File: config.mk
export PLATFORM = sky130hd
export DESIGN_NAME = hdc_host_if
export DESIGN_NICKNAME = d
export VERILOG_FILES = /design/src/rtl/hdc_pkg.sv /design/src/rtl/hdc_cmd_decode.sv /design/src/rtl/hdc_delay_timer.sv /design/src/rtl/hdc_result_fmt.sv /design/src/rtl/hdc_host_if.sv
export SDC_FILE = /design/constraint.sdc
export NUM_CORES = 1
export LEC_CHECK = 0
export ABC_AREA = 1
export BUFFER_PORTS_ARGS = -buffer_cell sky130_fd_sc_hd__buf_2
export CAP_MARGIN = 20
export CORE_MARGIN = 10
export CORE_UTILIZATION = 60
export DETAILED_ROUTE_END_ITERATION = 10
export PLACE_DENSITY_LB_ADDON = 0.2
export SYNTH_ARGS = -nofsm -noshare
export SYNTH_HDL_FRONTEND = slang
export SYNTH_SLANG_ARGS = --single-unit
File: constraint.sdc
create_clock -name clk -period 6.68 [get_ports clk]
set_input_delay 1.002 -clock clk [delete_from_list [all_inputs] [get_ports clk]]
set_output_delay 1.002 -clock clk [all_outputs]
set_load 0.01 [all_outputs]
File: src/rtl/hdc_pkg.sv
package hdc_pkg;
  localparam logic [7:0] ST_RDY = 8'h01;
  localparam logic [7:0] ST_INP = 8'h02;
  localparam logic [7:0] ST_CMD = 8'h04;
  localparam logic [7:0] ST_SEL = 8'h08;
  localparam logic [7:0] ST_REQ = 8'h10;
  localparam logic [7:0] ST_INT = 8'h20;
  localparam logic [7:0] OPC_SETPARAM = 8'h0C;
  localparam int BASE_LEN  = 6;
  localparam int EXTRA_LEN = 8;
  localparam int RES_MAX   = 5;

  typedef enum logic [2:0] {
    S_IDLE, S_COLLECT, S_WAIT, S_EXEC, S_RESULT
  } hdc_state_e;
endpackage

File: src/rtl/hdc_cmd_decode.sv
module hdc_cmd_decode
  import hdc_pkg::*;
(
  input  logic [7:0] opcode,
  output logic       valid,
  output logic [3:0] blk_len
);
  always_comb begin
    valid = 1'b0;
    unique case (opcode) inside
      8'h00, 8'h01, [8'h03:8'h08], [8'h0A:8'h0F], 8'hE0, [8'hE3:8'hE6]: valid = 1'b1;
      default: valid = 1'b0;
    endcase
    blk_len = (opcode == OPC_SETPARAM) ? 4'(BASE_LEN + EXTRA_LEN) : 4'(BASE_LEN);
  end
endmodule

File: src/rtl/hdc_delay_timer.sv
module hdc_delay_timer #(
  parameter int DELAY_CYC = 16
) (
  input  logic clk,
  input  logic rst_n,
  input  logic load,
  input  logic run,
  output logic expired
);
  localparam int CNT_W = (DELAY_CYC > 1) ? $clog2(DELAY_CYC) : 1;

  logic [CNT_W-1:0] cnt_q, cnt_d;

  assign expired = (cnt_q == '0);

  always_comb begin
    cnt_d = cnt_q;
    if (load) cnt_d = CNT_W'(DELAY_CYC - 1);
    else if (run && !expired) cnt_d = cnt_q - 1'b1;
  end

  always_ff @(posedge clk or negedge rst_n) begin
    if (!rst_n) cnt_q <= '0;
    else        cnt_q <= cnt_d;
  end
endmodule

File: src/rtl/hdc_result_fmt.sv
module hdc_result_fmt
  import hdc_pkg::*;
(
  input  logic             drive,
  input  logic             err,
  input  logic [7:0]       code,
  input  logic [4:0]       head,
  input  logic [5:0]       sector,
  input  logic [9:0]       cyl,
  output logic [RES_MAX-1:0][7:0] bytes,
  output logic [2:0]       count
);
  always_comb begin
    bytes[0] = {2'b00, drive, 3'b000, err, 1'b0};
    bytes[1] = code;
    bytes[2] = {2'b00, drive, head};
    bytes[3] = {cyl[9:8], sector};
    bytes[4] = cyl[7:0];
    if (!err)         count = 3'd1;
    else if (code[7]) count = 3'd5;
    else              count = 3'd2;
  end
endmodule

File: src/rtl/hdc_host_if.sv
module hdc_host_if
  import hdc_pkg::*;
#(
  parameter int DELAY_CYC = 16
) (
  input  logic        clk,
  input  logic        rst_n,
  input  logic        bus_wr,
  input  logic        bus_rd,
  input  logic [1:0]  bus_addr,
  input  logic [7:0]  bus_wdata,
  output logic [7:0]  bus_rdata,
  input  logic [7:0]  dip_sw,
  input  logic [1:0]  drive_present,
  output logic        dma_mode,
  output logic        exec_start,
  output logic [7:0]  exec_opcode,
  input  logic        exec_done,
  input  logic        exec_err,
  input  logic [7:0]  exec_code,
  input  logic [4:0]  exec_head,
  input  logic [5:0]  exec_sector,
  input  logic [9:0]  exec_cyl,
  output logic        irq5,
  output logic        irq2
);
  // reset: asserted asynchronously, released on a clock edge
  logic [1:0] rs_q;
  logic       rst_int_n;
  always_ff @(posedge clk or negedge rst_n) begin
    if (!rst_n) rs_q <= 2'b00;
    else        rs_q <= {rs_q[0], 1'b1};
  end
  assign rst_int_n = rs_q[1];

  hdc_state_e state_q, state_d;
  logic [7:0] stat_q, stat_d;
  logic [7:0] op_q, op_d;
  logic [3:0] idx_q, idx_d, len_q, len_d;
  logic       drv_q, drv_d;
  logic [1:0] ctrl_q, ctrl_d;
  logic [RES_MAX-1:0][7:0] res_q, res_d;
  logic [2:0] rcnt_q, rcnt_d, rptr_q, rptr_d;
  logic       exec_q, exec_d, irq5_q, irq2_q;
  logic       post;

  logic       dec_valid;
  logic [3:0] dec_len;
  logic       tmr_load, tmr_expired;
  logic       fmt_drive, fmt_err;
  logic [7:0] fmt_code;
  logic [RES_MAX-1:0][7:0] fmt_bytes;
  logic [2:0] fmt_cnt;

  logic wr_data, wr_rst, wr_sel, wr_ctl, rd_data;
  assign wr_data = bus_wr && (bus_addr == 2'd0);
  assign wr_rst  = bus_wr && (bus_addr == 2'd1);
  assign wr_sel  = bus_wr && (bus_addr == 2'd2);
  assign wr_ctl  = bus_wr && (bus_addr == 2'd3);
  assign rd_data = bus_rd && (bus_addr == 2'd0);

  hdc_cmd_decode u_dec (.opcode(bus_wdata), .valid(dec_valid), .blk_len(dec_len));

  hdc_delay_timer #(.DELAY_CYC(DELAY_CYC)) u_tmr (
    .clk(clk), .rst_n(rst_int_n), .load(tmr_load),
    .run(state_q == S_WAIT), .expired(tmr_expired)
  );

  hdc_result_fmt u_fmt (
    .drive(fmt_drive), .err(fmt_err), .code(fmt_code), .head(exec_head),
    .sector(exec_sector), .cyl(exec_cyl), .bytes(fmt_bytes), .count(fmt_cnt)
  );

  // next-state logic
  always_comb begin
    state_d = state_q; stat_d = stat_q; op_d = op_q; idx_d = idx_q; len_d = len_q;
    drv_d = drv_q; ctrl_d = ctrl_q; res_d = res_q; rcnt_d = rcnt_q; rptr_d = rptr_q;
    exec_d = 1'b0; post = 1'b0; tmr_load = 1'b0;
    fmt_drive = drv_q; fmt_err = exec_err; fmt_code = exec_code;
    if (wr_rst) begin
      state_d = S_IDLE; stat_d = ST_CMD | ST_RDY; idx_d = '0; rcnt_d = '0; rptr_d = '0;
    end else begin
      if (wr_sel) stat_d = (stat_d & ~ST_INT) | ST_SEL;
      if (wr_ctl) ctrl_d = bus_wdata[1:0];
      unique case (state_q)
        S_IDLE: if (wr_data) begin
          op_d   = bus_wdata;
          stat_d = stat_d & ~(ST_RDY | ST_INP);
          if (dec_valid) begin
            state_d = S_COLLECT; len_d = dec_len; idx_d = 4'd1;
            stat_d  = stat_d | ST_REQ | ST_RDY;
          end else begin
            fmt_drive = 1'b1; fmt_err = 1'b1; fmt_code = 8'h00; post = 1'b1;
          end
        end
        S_COLLECT: if (wr_data) begin
          if (idx_q == 4'd1) drv_d = bus_wdata[5];
          idx_d  = idx_q + 4'd1;
          stat_d = stat_d | ST_RDY;
          if (idx_d == len_q) begin
            stat_d  = (stat_d & ~(ST_CMD | ST_REQ | ST_RDY)) | ST_INP;
            state_d = S_WAIT; tmr_load = 1'b1;
          end
        end
        S_WAIT: if (tmr_expired) begin
          if (drive_present[drv_q]) begin
            exec_d = 1'b1; state_d = S_EXEC;
          end else begin
            fmt_err = 1'b1; fmt_code = 8'h04; post = 1'b1;
          end
        end
        S_EXEC: if (exec_done) post = 1'b1;
        S_RESULT: if (rd_data) begin
          rptr_d = rptr_q + 3'd1;
          stat_d = stat_d & ~ST_INT;
          if (rptr_d == rcnt_q) begin
            stat_d  = (stat_d & ~(ST_INP | ST_REQ | ST_SEL)) | ST_CMD;
            state_d = S_IDLE;
          end
        end
        default: state_d = S_IDLE;
      endcase
      if (post) begin
        stat_d  = stat_d | ST_INT | ST_INP | ST_REQ | ST_CMD | ST_RDY;
        state_d = S_RESULT; res_d = fmt_bytes; rcnt_d = fmt_cnt; rptr_d = '0;
      end
    end
  end

  // registers
  always_ff @(posedge clk or negedge rst_int_n) begin
    if (!rst_int_n) begin
      state_q <= S_IDLE; stat_q <= ST_CMD | ST_RDY; op_q <= '0; idx_q <= '0;
      len_q <= '0; drv_q <= 1'b0; ctrl_q <= '0; res_q <= '0; rcnt_q <= '0;
      rptr_q <= '0; exec_q <= 1'b0; irq5_q <= 1'b0; irq2_q <= 1'b0;
    end else begin
      state_q <= state_d; stat_q <= stat_d; op_q <= op_d; idx_q <= idx_d;
      len_q <= len_d; drv_q <= drv_d; ctrl_q <= ctrl_d; res_q <= res_d;
      rcnt_q <= rcnt_d; rptr_q <= rptr_d; exec_q <= exec_d;
      irq5_q <= post && dip_sw[6];
      irq2_q <= post && !dip_sw[6];
    end
  end

  always_comb begin
    unique case (bus_addr)
      2'd0:    bus_rdata = (state_q == S_RESULT) ? res_q[rptr_q] : 8'hFF;
      2'd1:    bus_rdata = stat_q;
      2'd2:    bus_rdata = dip_sw;
      default: bus_rdata = 8'hFF;
    endcase
  end

  assign dma_mode    = (ctrl_q != 2'b00);
  assign exec_start  = exec_q;
  assign exec_opcode = op_q;
  assign irq5        = irq5_q;
  assign irq2        = irq2_q;

  // assertions
  a_r7_irq_exclusive: assert property (@(posedge clk) disable iff (!rst_int_n)
    !(irq5 && irq2));
  a_r7_irq_single: assert property (@(posedge clk) disable iff (!rst_int_n)
    (irq5 || irq2) |=> !(irq5 || irq2));
  a_r7_irq_with_int: assert property (@(posedge clk) disable iff (!rst_int_n)
    (irq5 || irq2) |-> (stat_q[5] && state_q == S_RESULT));
  a_r5_start_single: assert property (@(posedge clk) disable iff (!rst_int_n)
    exec_start |=> !exec_start);
  a_r5_wait_status: assert property (@(posedge clk) disable iff (!rst_int_n)
    (state_q == S_WAIT) |-> ((stat_q & 8'h17) == 8'h02));
  a_r8_result_ptr: assert property (@(posedge clk) disable iff (!rst_int_n)
    (state_q == S_RESULT) |-> (rcnt_q != 3'd0 && rptr_q < rcnt_q));
  a_r12_start_present: assert property (@(posedge clk) disable iff (!rst_int_n)
    exec_start |-> (state_q == S_EXEC));
endmodule

# Word level (Yosys, flattened, before mapping)
# Index checks and enable logic that the tools add are counted.
# classes
add_sub_neg	3
n_lt_le_gt_ge	8
eq_ne	25
muxes	75
bitwise_logic	1
reduce_logical	32
# op_table
cell	n
$mux 8	8
$mux 3	18
$ne 4x4->1 const B	8
$mux 4	7
$mux 1	26
$mux 5	5
$bmux 8 s3	1
$pmux 8 s3	1
$mux 6	3
$pmux 6 s3	1
$le 8x4->1 const B	2
$pmux 8 s2	1
$pmux 3 s5	1
$ne 3x3->1 const B	4
$reduce_and 4->1	3
$logic_and 1x1->1	11
$reduce_and 9->1	1
$reduce_bool 3->1	3
$eq 8x1->1 const B	1
$eq 8x4->1 const B	1
$eq 8x8->1 const B	1
$ge 8x2->1 const B	1
$ge 8x4->1 const B	1
$ge 8x8->1 const B	1
27 further kinds	34
# totals
reg_bits	77
input_bits	55
out_inout_bits	20
word_cells	163

# Depth between registers and ports, before layout
# Gate-level depths: netlist of run 1.
# logic_depth
ltp_word	12
depth_mapped	14
ltp_nobuf	14

# Cells and area by module
# From an unflattened synthesis of run 1, not the netlist that was laid out.
# unflattened
hier_cells	676
area_unflattened_um2	5076.1
# modules_own_cells
module	n_inst	cells_per_inst	area_per_inst_um2	seq_area_each_um2
hdc_host_if	1	570	4360.4	1979.4
hdc_result_fmt	1	47	329.1	0.0
hdc_delay_timer	1	32	266.5	100.1
hdc_cmd_decode	1	27	120.1	0.0

# Least setup slack after synthesis of run 1
# Ideal clock, no wire load.
# synth_timing
kind	input to output
startpoint	input bus_addr[1]
endpoint	output bus_rdata[1]
arrival_time_ns	1.599
required_time_ns	5.678
setup_slack_ns	4.079
cell_stages	3
n_path_buf	1
path_cell_list	clkbuf_1 a21oi_1 o21ai_0
# synth_via
elab_chain_len	2
elab_cells_between_ends	4
cone_classes	eq/ne: 2; mux: 1; reduce/logical: 1
# synth_rtl
element	line	source
start: declaration	hdc_host_if.sv:10	input logic [1:0] bus_addr,
$eq 2x2->1, or another cell as far along	hdc_host_if.sv:146	unique case (bus_addr)
$pmux 8 s3 (*)	hdc_host_if.sv:146	
end: declaration	hdc_host_if.sv:12	output logic [7:0] bus_rdata,
# Every way passes the cells marked *; elsewhere a longest branch is shown, timed or not.

# Worst setup path in the final report of run 1
# layout_timing
startpoint	register rptr_q[0]
endpoint	output bus_rdata[1]
# layout_via
elab_chain_len	4
# layout_rtl
element	line	source
start: declaration	hdc_host_if.sv:43	logic [2:0] rcnt_q, rcnt_d, rptr_q, rptr_d;
start signal: assignment	hdc_host_if.sv:135	rptr_q <= '0; exec_q <= 1'b0; irq5_q <= 1'b0; irq2_q <= 1'b0;
start signal: assignment	hdc_host_if.sv:139	rcnt_q <= rcnt_d; rptr_q <= rptr_d; exec_q <= exec_d;
$bmux 8 s3	hdc_host_if.sv:147	2'd0: bus_rdata = (state_q == S_RESULT) ? res_q[rptr_q] : 8'hFF;
$mux 8 (implied by the code)	hdc_host_if.sv:147	
$mux 8	hdc_host_if.sv:147	
$pmux 8 s3	hdc_host_if.sv:146	
# Every way passes these cells. The select of a mux whose other input is x is not followed.

==> flow_metrics.py, run 1 <==
metrics = {
    "worst_setup_path": {
        "r2r_cells": 10,
        "critPathSlowestCell": "dfrtp_1",
        "cp_num_buf_inv": 3,
        "critPathKind": "flip-flop to output port",
        "r2r_slack_ns": 3.97,
        "arrival_ns": 2.27,
        "critPathMaxFanout": 14,
        "cp_common_cell": "o21ai_0",
        "worst-path-stages": 8,
        "critPathLaunchType": "flip-flop",
        "critical_path_required_ns": 5.68,
        "critPathCaptureType": "output port",
        "crit_family": "compound AO/OA/AOI/OAI gates",
        "crit_chain": "inv_1, o21ai_0, o22ai_1, inv_1, o21ai_0, o21ai_0, o21ai_0, buf_2",
        "max_stage_delay_ns": 0.67,
    },
    "synth": {
        "syn-num-nets": 581,
        "synth-seq-area-share_pct": 46.3,
        "synth_common_cells": "nand2_1, dfrtp_1, nor2_1, o21ai_0, inv_1",
        "yosysTopAreaCell": "dfrtp_1",
        "synth.avg_cell_area_sq_um": 7.46,
        "synth.top_cell.area_share_pct": 45.0,
        "synth_most_common_cell": "nand2_1",
        "synthTopCellsByArea": "dfrtp_1, nand2_1, o21ai_0, nand3_1, nor2_1",
        "netlist_area_sq_mm": 0.00389,
        "yosysWarnings": 0,
        "synthFlopType": "dfrtp_1",
        "synth-seq-cells": 72,
        "synthCells": 522,
        "synth-edff-count": 0,
        "synth.distinct_cells": 34,
        "async_flop_share_pct": 100,
    },
    "timing": {
        "finalSetupTns_ns": 0,
        "finalSetupViolations": 0,
        "layout_worst_path_cycle_share_pct": 48.9,
        "hold_viol_final": 0,
        "fin_skew_ns": 0.00734,
        "tightest_slew_ns": 0.705,
        "max-slew-margin-rel_pct": 52.8,
        "fmax_mhz": 306,
        "rsz0062_at_grt": "no",
        "timing.final.ws_setup_ns": 3.41,
        "maxSlewViolCount": 0,
        "min_period_ns": 3.27,
    },
    "flow_run": {
        "max_cap_violations": 0,
    },
    "layout": {
        "drive_gt1_share_pct": 19.1,
        "stdcell_area_sq_mm": 0.00445,
        "nNetsFinal": 651,
        "final_cells": 675,
        "syn2layout_area_growth_pct": 14.3,
    },
    "pwr": {
        "switching_share_pct": 40.5,
        "ir_drop_mv": 0.225,
        "internal_power_uw": 1020,
        "seqPwrFrac_pct": 43.6,
        "leakagePower_uw": 0.00238,
        "total_power_uw": 1720,
        "p_sw_uw": 695,
        "clockPowerShare_pct": 18.8,
        "powerDensity_mw_per_mm2": 386,
        "combPwrFrac_pct": 37.6,
    },
    "clock_tree": {
        "cts_resized": 0,
        "h-tree-depth": 3,
        "clkLatencyLatePin_ns": 0.34,
        "cts_hold_buf": 0,
        "path_clk_slew_ns": 0.07,
        "cts_setup_buffers": 0,
        "root_buffer": "clkbuf_8",
        "cts_buffer_depth": 2,
        "cts.sinks": 72,
        "cts_buffers": 9,
        "tritoncts": "yes",
    },
    "global_routing": {
        "antenna_found_initial": 0,
        "grt_max_degree": 47,
        "grt_pass1_vias": 3605,
        "grt.overflow.total": 0,
        "globalRouteTotalUtil_pct": 20.3,
        "grt_pass1_wl_mm": 16.7,
    },
    "floorplan": {
        "dieArea_sq_mm": 0.0101,
        "die_w_um": 101,
        "die_h_um": 101,
        "num_io_pins": 75,
        "rows": 29,
        "core_area_sq_mm": 0.00631,
        "start_util_pct": 61.7,
    },
    "placement": {
        "place_area_sq_mm": 0.00427,
        "placedCellCount": 658,
        "dpl.hpwl_mm": 7.67,
        "place_ws_ns": 3.31,
        "io_buffers": 74,
        "place_congestion": 0.926,
    },
    "detailed_routing": {
        "vias": 3703,
        "vias_per_cell": 5.49,
        "wl_mm": 10.1,
        "drc": 0,
        "avgRoutedWirePerCell_um": 14.9,
        "drt_iter0_drc": 258,
        "first_pass_iters": 5,
        "ant_nets": 0,
    },
    "outcome": {
        "status": "finished, final reports clean",
    },
    "min_path": {
        "hp-class": "flip-flop to async pin",
    },
}
[kinds of logic (layout without fill, tap and decap cells)]
group | after synthesis | after routing | synth area share, %
other cells | 1 | 2 | 0.0963
xor+xnor | 4 | 4 | 0.900
fa+ha+maj | 4 | 4 | 1.28
compound gates | 84 | 84 | 11.8
buf+inv | 65 | 140 | 7.32
flops | 72 | 72 | 46.3
simple gates | 292 | 292 | 32.3
[registers in the layout, summed over array words and instances (netlist names)]
signal,flops
ctrl_q,2
drv_q,1
exec_opcode,8
exec_start,1
idx_q,4
irq2,1
irq5,1
len_q,2
rcnt_q,3
res_q,31
rptr_q,3
rs_q,2
stat_q,6
state_q,3
u_tmr.cnt_q,4
[power groups by stage]
| stage | Sequential, uW | Combinational, uW | Clock, uW |
|---|---|---|---|
| 2_1_floorplan | 724 | 475 | 0 |
| 3_3_place_gp | 743 | 614 | 0 |
| 3_5_place_dp | 749 | 640 | 0 |
| 4_1_cts | 745 | 646 | 328 |
| 5_1_grt | 767 | 742 | 347 |
| 6_report | 748 | 646 | 323 |
[cell usage in the layout (no fill, tap or decap), drive strengths merged, types with 3 or more instances in the layout]
cell,Yosys,routed
clkinv,0,3
xor2,3,3
a21oi,15,15
o211ai,5,5
ha,4,4
inv,49,49
nand4,10,10
nor2,53,53
o21ai,57,57
clkbuf,7,12
buf,9,75
nand3,38,38
a31oi,3,3
nand2,185,185
dfrtp,70,70
[path summary, 6_finish.rpt]
kind	from	endpoint
setup / recovery	rptr_q[0]	bus_rdata[1]
hold / removal	rs_q[1]	res_q[32]
setup reg to reg	state_q[0]	res_q[10]
hold reg to reg	rs_q[1]	res_q[32]
max in group asynchronous	rs_q[1]	stat_q[5]
min in group clk	rs_q[0]	rs_q[1]
[per-layer routing]
layer	wire [um]	GRT usage, %
met3	909	5.90
met5	0	0
met1	4590	27.4
met4	195	6.96
met2	4380	30.4
[per-stage QoR]
stage	util (%)	hold slack, ns
global placement	67.6	0.258
finish	70.5	0.255
floorplan	-	0.331
detailed placement	67.6	0.261
global route	70.5	0.305
CTS	70.5	0.263
[cell type report]
type,count,area [sq um]
Inverter,49,184
Multi-Input combinational cell,385,1810
Antenna cell,1,2.50
Tap cell,77,96.3
Sequential cell,72,1810
Clock inverter,4,45.0
Fill cell,545,1860
Timing Repair Buffer,75,378
Clock buffer,12,135
Note: power is estimated with default switching activity, not from simulation.
==> run 2, diff against run 1 <==
--- a/config.mk
+++ b/config.mk
@@ -5,11 +5,11 @@
 export SDC_FILE = /design/constraint.sdc
 export NUM_CORES = 1
 export LEC_CHECK = 0
-export ABC_AREA = 1
+export ABC_AREA = 0
 export BUFFER_PORTS_ARGS = -buffer_cell sky130_fd_sc_hd__buf_2
 export CAP_MARGIN = 20
 export CORE_MARGIN = 10
-export CORE_UTILIZATION = 60
+export CORE_UTILIZATION = 50
 export DETAILED_ROUTE_END_ITERATION = 10
 export PLACE_DENSITY_LB_ADDON = 0.2
 export SYNTH_ARGS = -nofsm -noshare
==> constraint.sdc (replaced) <==
create_clock -name clk -period 2.75 [get_ports clk]
set_input_delay 0.4125 -clock clk [delete_from_list [all_inputs] [get_ports clk]]
set_output_delay 0.4125 -clock clk [all_outputs]
set_load 0.01 [all_outputs]
==> flow_metrics.py, run 2 <==
metrics = {
    "timing": {
        "maxSlewViolCount": 0,
        "layout_worst_path_cycle_share_pct": 92.8,
        "fmax_mhz": 392,
        "tightest_slew_ns": 0.736,
        "rsz0062_at_grt": "no",
        "finalSetupTns_ns": 0,
        "finalSetupViolations": 0,
        "hold_viol_final": 0,
        "min_period_ns": 2.55,
        "fin_skew_ns": 0.0112,
        "max-slew-margin-rel_pct": 51.0,
    },
    "clock_tree": {
        "root_buffer": "clkbuf_8",
        "cts_buffers": 9,
        "cts_buffer_depth": 2,
        "cts.sinks": 72,
        "cts_hold_buf": 1,
        "clkLatencyLatePin_ns": 0.35,
        "path_clk_slew_ns": 0.08,
        "h-tree-depth": 3,
        "cts_setup_buffers": 0,
        "tritoncts": "yes",
        "cts_resized": 0,
    },
    "worst_setup_path": {
        "cp_num_buf_inv": 2,
        "critPathKind": "flip-flop to output port",
        "r2r_slack_ns": 0.38,
        "r2r-start": "rptr_q[1]",
        "crit_family": "flip-flops",
        "r2r-end": "stat_q[4]",
        "critPathSlowestCell": "dfrtp_1",
        "critPathMaxFanout": 10,
        "critPathCaptureType": "output port",
        "crit_chain": "nor2b_1, buf_4, a22oi_1, o221ai_1, mux2i_1, o21ai_0, buf_2",
        "r2r_cells": 7,
        "critical_path_required_ns": 2.34,
        "arrival_ns": 2.14,
        "max_stage_delay_ns": 0.52,
        "critPathLaunchType": "flip-flop",
    },
    "layout": {
        "stdcell_area_sq_mm": 0.00455,
        "nNetsFinal": 512,
        "num-fill-cells": 643,
        "multi_input_area_sq_mm": 0.00191,
        "largest_register_ffs": 31,
        "final_cell_mix": "buf_2, dfrtp_1, nand2_1",
        "regArea_sq_mm": 0.00181,
        "syn2layout_area_growth_pct": 18.4,
        "max_flop_register": "res_q",
        "drive_gt1_share_pct": 30.1,
        "final_common_cell": "buf_2",
        "antenna_cells": 0,
        "final_util_pct": 61.8,
    },
    "global_routing": {
        "globalRouteTotalUtil_pct": 17.0,
        "grt_pass1_wl_mm": 16.0,
        "grt.met3_usage_pct": 5.75,
        "antenna_found_initial": 0,
        "grt_pass1_vias": 3139,
        "met1_usage_pct": 23.6,
        "grt.overflow.total": 0,
        "grtUsageMet2_pct": 24.5,
        "top_usage_layer": "met2",
        "grt_max_degree": 40,
    },
    "min_path": {
        "min_path_cells": 2,
        "hp-class": "input pin to flip-flop",
        "holdPathEnd": "irq2",
        "holdCritStartpoint": "dip_sw[6]",
    },
    "synth": {
        "async_flop_share_pct": 100,
        "synth.top_cell.area_share_pct": 45.6,
        "yosysWarnings": 0,
        "yosysTopAreaCell": "dfrtp_1",
        "synthFlopType": "dfrtp_1",
        "synth.distinct_cells": 61,
        "synthTopCellsByArea": "dfrtp_1, nand2_1, mux2_4, mux2i_1, o21ai_0",
        "synth_most_common_cell": "dfrtp_1",
        "synth-seq-area-share_pct": 46.9,
        "synth-edff-count": 0,
        "synthCells": 377,
        "synth-seq-cells": 72,
        "netlist_area_sq_mm": 0.00384,
        "synth_common_cells": "dfrtp_1, nand2_1, o21ai_0",
        "syn-num-nets": 436,
        "synth.avg_cell_area_sq_um": 10.2,
    },
    "detailed_routing": {
        "drt_iter0_drc": 247,
        "vias": 3128,
        "drc": 0,
        "ant_nets": 0,
        "avgRoutedWirePerCell_um": 16.9,
        "first_pass_iters": 4,
        "vias_per_cell": 5.62,
        "wl_mm": 9.43,
    },
    "placement": {
        "place_area_sq_mm": 0.00434,
        "dpl.hpwl_mm": 7.03,
        "io_buffers": 74,
        "place_congestion": 0.861,
    },
    "floorplan": {
        "die_w_um": 108,
        "core_area_sq_mm": 0.00737,
        "rows": 31,
        "num_io_pins": 75,
        "start_util_pct": 52.2,
        "dieArea_sq_mm": 0.0116,
        "die_h_um": 108,
    },
    "pwr": {
        "ir_drop_mv": 0.526,
        "leakagePower_uw": 0.00215,
        "powerDensity_mw_per_mm2": 926,
    },
    "flow_run": {
        "max_cap_violations": 0,
    },
    "outcome": {
        "status": "finished, final reports clean",
    },
}
## run 2: changes by cell type after synthesis, sizes merged, moves of 24 or more
| cell | previous run | this run |
|---|---|---|
| mux2 | 0 | 24 |
| nand3 | 38 | 12 |
| nor2 | 53 | 20 |
| nand2 | 185 | 60 |
| o21ai | 57 | 29 |
| inv | 49 | 7 |
## run 2: worst register-to-register path, stage by stage, from the launching register on
cell and delay [ns]:
dfrtp_1 0.55, ha_1 0.32, xnor2_1 0.16, nand3_1 0.14, o21ai_0 0.21, o21ai_1 0.13, a2111oi_1 0.56, a211oi_1 0.15
## run 2: cells by family (layout without fill, tap and decap cells)
family | count (synthesis) | after routing | share of synthesized area, %
simple gates | 131 | 131 | 16.1
mux | 41 | 41 | 12.8
other cells | 1 | 1 | 0.0976
fa+ha+maj | 4 | 4 | 1.30
compound gates | 89 | 89 | 16.2
xor+xnor | 11 | 11 | 2.86
buf+inv | 28 | 109 | 3.65
flops | 72 | 72 | 46.9
## run 2: worst max path at each step
stage,startpoint,to,cells after the start
global route,rptr_q[2],bus_rdata[3],7
global placement,bus_wdata[7],stat_q[4],6
detailed placement,idx_q[0],stat_q[4],7
floorplan,u_tmr.cnt_q[0],res_q[24],9
CTS,rptr_q[2],bus_rdata[3],7
finish,rptr_q[2],bus_rdata[3],7
## run 2: final cells by class
type | instances | share of cell area, %
repair buffers | 86 | 10.7
clock buffers | 10 | 2.80
multi-input cells | 277 | 42.0
well taps | 99 | 2.72
clock inverters | 6 | 1.54
inverters | 7 | 0.577
flip-flops and latches | 72 | 39.7
## run 2: report_power, final
part           internal, uW  switching (uW)  leakage, uW
logic                   789             736      0.00118
registers              1500             347     0.000887
clock network           422             419    0.0000887
total                  2710            1500      0.00215
## run 2: per-stage QoR
stage,setup WS (ns),instances,hold WS [ns],power (uW)
floorplan,0.590,377,0.117,2940
finish,0.199,557,0.240,4210
CTS,0.189,557,0.223,4240
global placement,0.516,540,0.196,3330
detailed placement,0.459,540,0.198,3380
global route,0.0157,557,0.228,4530
## run 2: metal layers
metal  part of all wire [%]  vias to the layer above
met5                      0                        -
met1                     46                     1522
met4                    1.2                        0
li1                       -                     1495
met3                    8.0                       12
met2                     44                       99
==> run 3, diff against run 2 <==
--- a/config.mk
+++ b/config.mk
@@ -12,6 +12,7 @@
 export CORE_UTILIZATION = 50
 export DETAILED_ROUTE_END_ITERATION = 10
 export PLACE_DENSITY_LB_ADDON = 0.2
+export RECOVER_POWER = 25
 export SYNTH_ARGS = -nofsm -noshare
 export SYNTH_HDL_FRONTEND = slang
 export SYNTH_SLANG_ARGS = --single-unit
==> flow_metrics.py, run 3 (same netlist as run 2, synthesis figures left out) <==
metrics = {
    "layout": {
        "drive_gt1_share_pct": 29.7,
        "nNetsFinal": 512,
        "num-fill-cells": 647,
        "antenna_cells": 0,
        "max_flop_register": "res_q",
        "final_common_cell": "buf_2",
        "largest_register_ffs": 31,
        "syn2layout_area_growth_pct": 18.0,
        "stdcell_area_sq_mm": 0.00453,
        "final_cell_mix": "buf_2, dfrtp_1, nand2_1",
    },
    "global_routing": {
        "grt.overflow.total": 0,
        "globalRouteTotalUtil_pct": 17.0,
        "top_usage_layer": "met2",
        "grt_pass1_wl_mm": 16.0,
        "grt_max_degree": 40,
        "grt_pass1_vias": 3139,
        "met1_usage_pct": 23.6,
        "antenna_found_initial": 0,
        "grtUsageMet2_pct": 24.5,
        "grt.met3_usage_pct": 5.75,
    },
    "clock_tree": {
        "cts_buffer_depth": 2,
        "path_clk_slew_ns": 0.08,
        "tritoncts": "yes",
        "root_buffer": "clkbuf_8",
        "h-tree-depth": 3,
        "cts.sinks": 72,
        "clkLatencyLatePin_ns": 0.35,
        "cts_buffers": 9,
    },
    "detailed_routing": {
        "drt_iter0_drc": 224,
        "wl_mm": 9.43,
        "first_pass_iters": 4,
        "ant_nets": 0,
        "vias": 3135,
        "avgRoutedWirePerCell_um": 16.9,
        "vias_per_cell": 5.63,
        "drc": 0,
    },
    "pwr": {
        "ir_drop_mv": 0.523,
        "p_sw_uw": 1500,
        "internal_power_uw": 2710,
        "clockPowerShare_pct": 19.9,
        "combPwrFrac_pct": 36.1,
        "seqPwrFrac_pct": 43.9,
        "switching_share_pct": 35.6,
        "leakagePower_uw": 0.00214,
        "powerDensity_mw_per_mm2": 927,
    },
    "timing": {
        "maxSlewViolCount": 0,
        "finalSetupViolations": 0,
        "rsz0062_at_grt": "no",
        "tightest_slew_ns": 1.29,
        "min_period_ns": 2.55,
        "finalSetupTns_ns": 0,
        "fmax_mhz": 393,
        "fin_skew_ns": 0.0112,
        "layout_worst_path_cycle_share_pct": 92.6,
        "hold_viol_final": 0,
        "max-slew-margin-rel_pct": 14.0,
    },
    "floorplan": {
        "die_h_um": 108,
        "core_area_sq_mm": 0.00737,
        "rows": 31,
        "start_util_pct": 52.2,
        "num_io_pins": 75,
        "dieArea_sq_mm": 0.0116,
        "die_w_um": 108,
    },
    "worst_setup_path": {
        "cp_num_buf_inv": 2,
        "r2r_cells": 7,
        "max_stage_delay_ns": 0.52,
        "critical_path_required_ns": 2.34,
        "critPathLaunchType": "flip-flop",
        "critPathCaptureType": "output port",
        "crit_family": "flip-flops",
        "crit_chain": "nor2b_1, buf_4, a22oi_1, o221ai_1, mux2i_1, o21ai_0, buf_2",
        "critPathMaxFanout": 10,
        "critPathKind": "flip-flop to output port",
        "r2r_slack_ns": 0.38,
        "arrival_ns": 2.13,
        "worst-path-stages": 7,
        "critPathSlowestCell": "dfrtp_1",
    },
    "min_path": {
        "hp-class": "input pin to flip-flop",
        "min_path_cells": 2,
    },
    "placement": {
        "io_buffers": 74,
        "place_congestion": 0.861,
        "dpl.hpwl_mm": 7.03,
        "place_area_sq_mm": 0.00434,
    },
    "outcome": {
        "status": "finished, final reports clean",
    },
    "flow_run": {
        "max_cap_violations": 0,
    },
}
run 3: area by class of cell:
type | instances | area (sq um) | area share (%)
Tap cell | 99 | 124 | 2.73
Clock inverter | 6 | 70.1 | 1.55
Timing Repair Buffer | 86 | 472 | 10.4
Inverter | 7 | 26.3 | 0.579
Clock buffer | 10 | 128 | 2.81
Multi-Input combinational cell | 277 | 1910 | 42.1
Sequential cell | 72 | 1800 | 39.8
run 3: routing by layer:
metal / share of wire, % / vias to the layer above
met5: 0 / -
met4: 0.90 / 0
met3: 8.1 / 6
met2: 45 / 106
met1: 46 / 1528
li1: - / 1495
run 3: worst register-to-register path, stage by stage (launching register included):
cell and delay [ns]:
dfrtp_1 0.55, ha_1 0.32, xnor2_1 0.16, nand3_1 0.14
o21ai_0 0.20, o21ai_1 0.13, a2111oi_1 0.57, a211oi_1 0.15
run 3: power by group through the flow:
stage	logic [uW]	clock network [uW]	registers (uW)
floorplan	1180	0	1760
global placement	1480	0	1850
detailed placement	1520	0	1860
CTS	1530	859	1850
global route	1710	909	1910
finish	1520	838	1850
run 3: final timing paths:
kind,from,endpoint
max,rptr_q[2],bus_rdata[3]
min,dip_sw[6],irq2
max reg2reg,rptr_q[1],stat_q[4]
min reg2reg,rs_q[0],rs_q[1]
max in group asynchronous,rs_q[1],idx_q[1]
min in group asynchronous,rst_n,rs_q[0]
run 3: through the flow:
stage | utilization, % | instances | worst slack, ns | power [uW] | hold WS, ns
global route | 61.5 | 557 | 0.0157 | 4530 | 0.228
global placement | 58.9 | 540 | 0.516 | 3330 | 0.196
detailed placement | 58.9 | 540 | 0.459 | 3380 | 0.198
finish | 61.5 | 557 | 0.204 | 4200 | 0.241
CTS | 61.8 | 557 | 0.189 | 4240 | 0.223
floorplan | - | 377 | 0.590 | 2940 | 0.117
run 3: what timing repair did:
action,4_1_cts,5_1_grt
hold buffers,1,0
buffers inserted,0,0
gates resized for setup,0,0
endpoints found under the setup margin,0,0
hold endpoints to repair,2,0
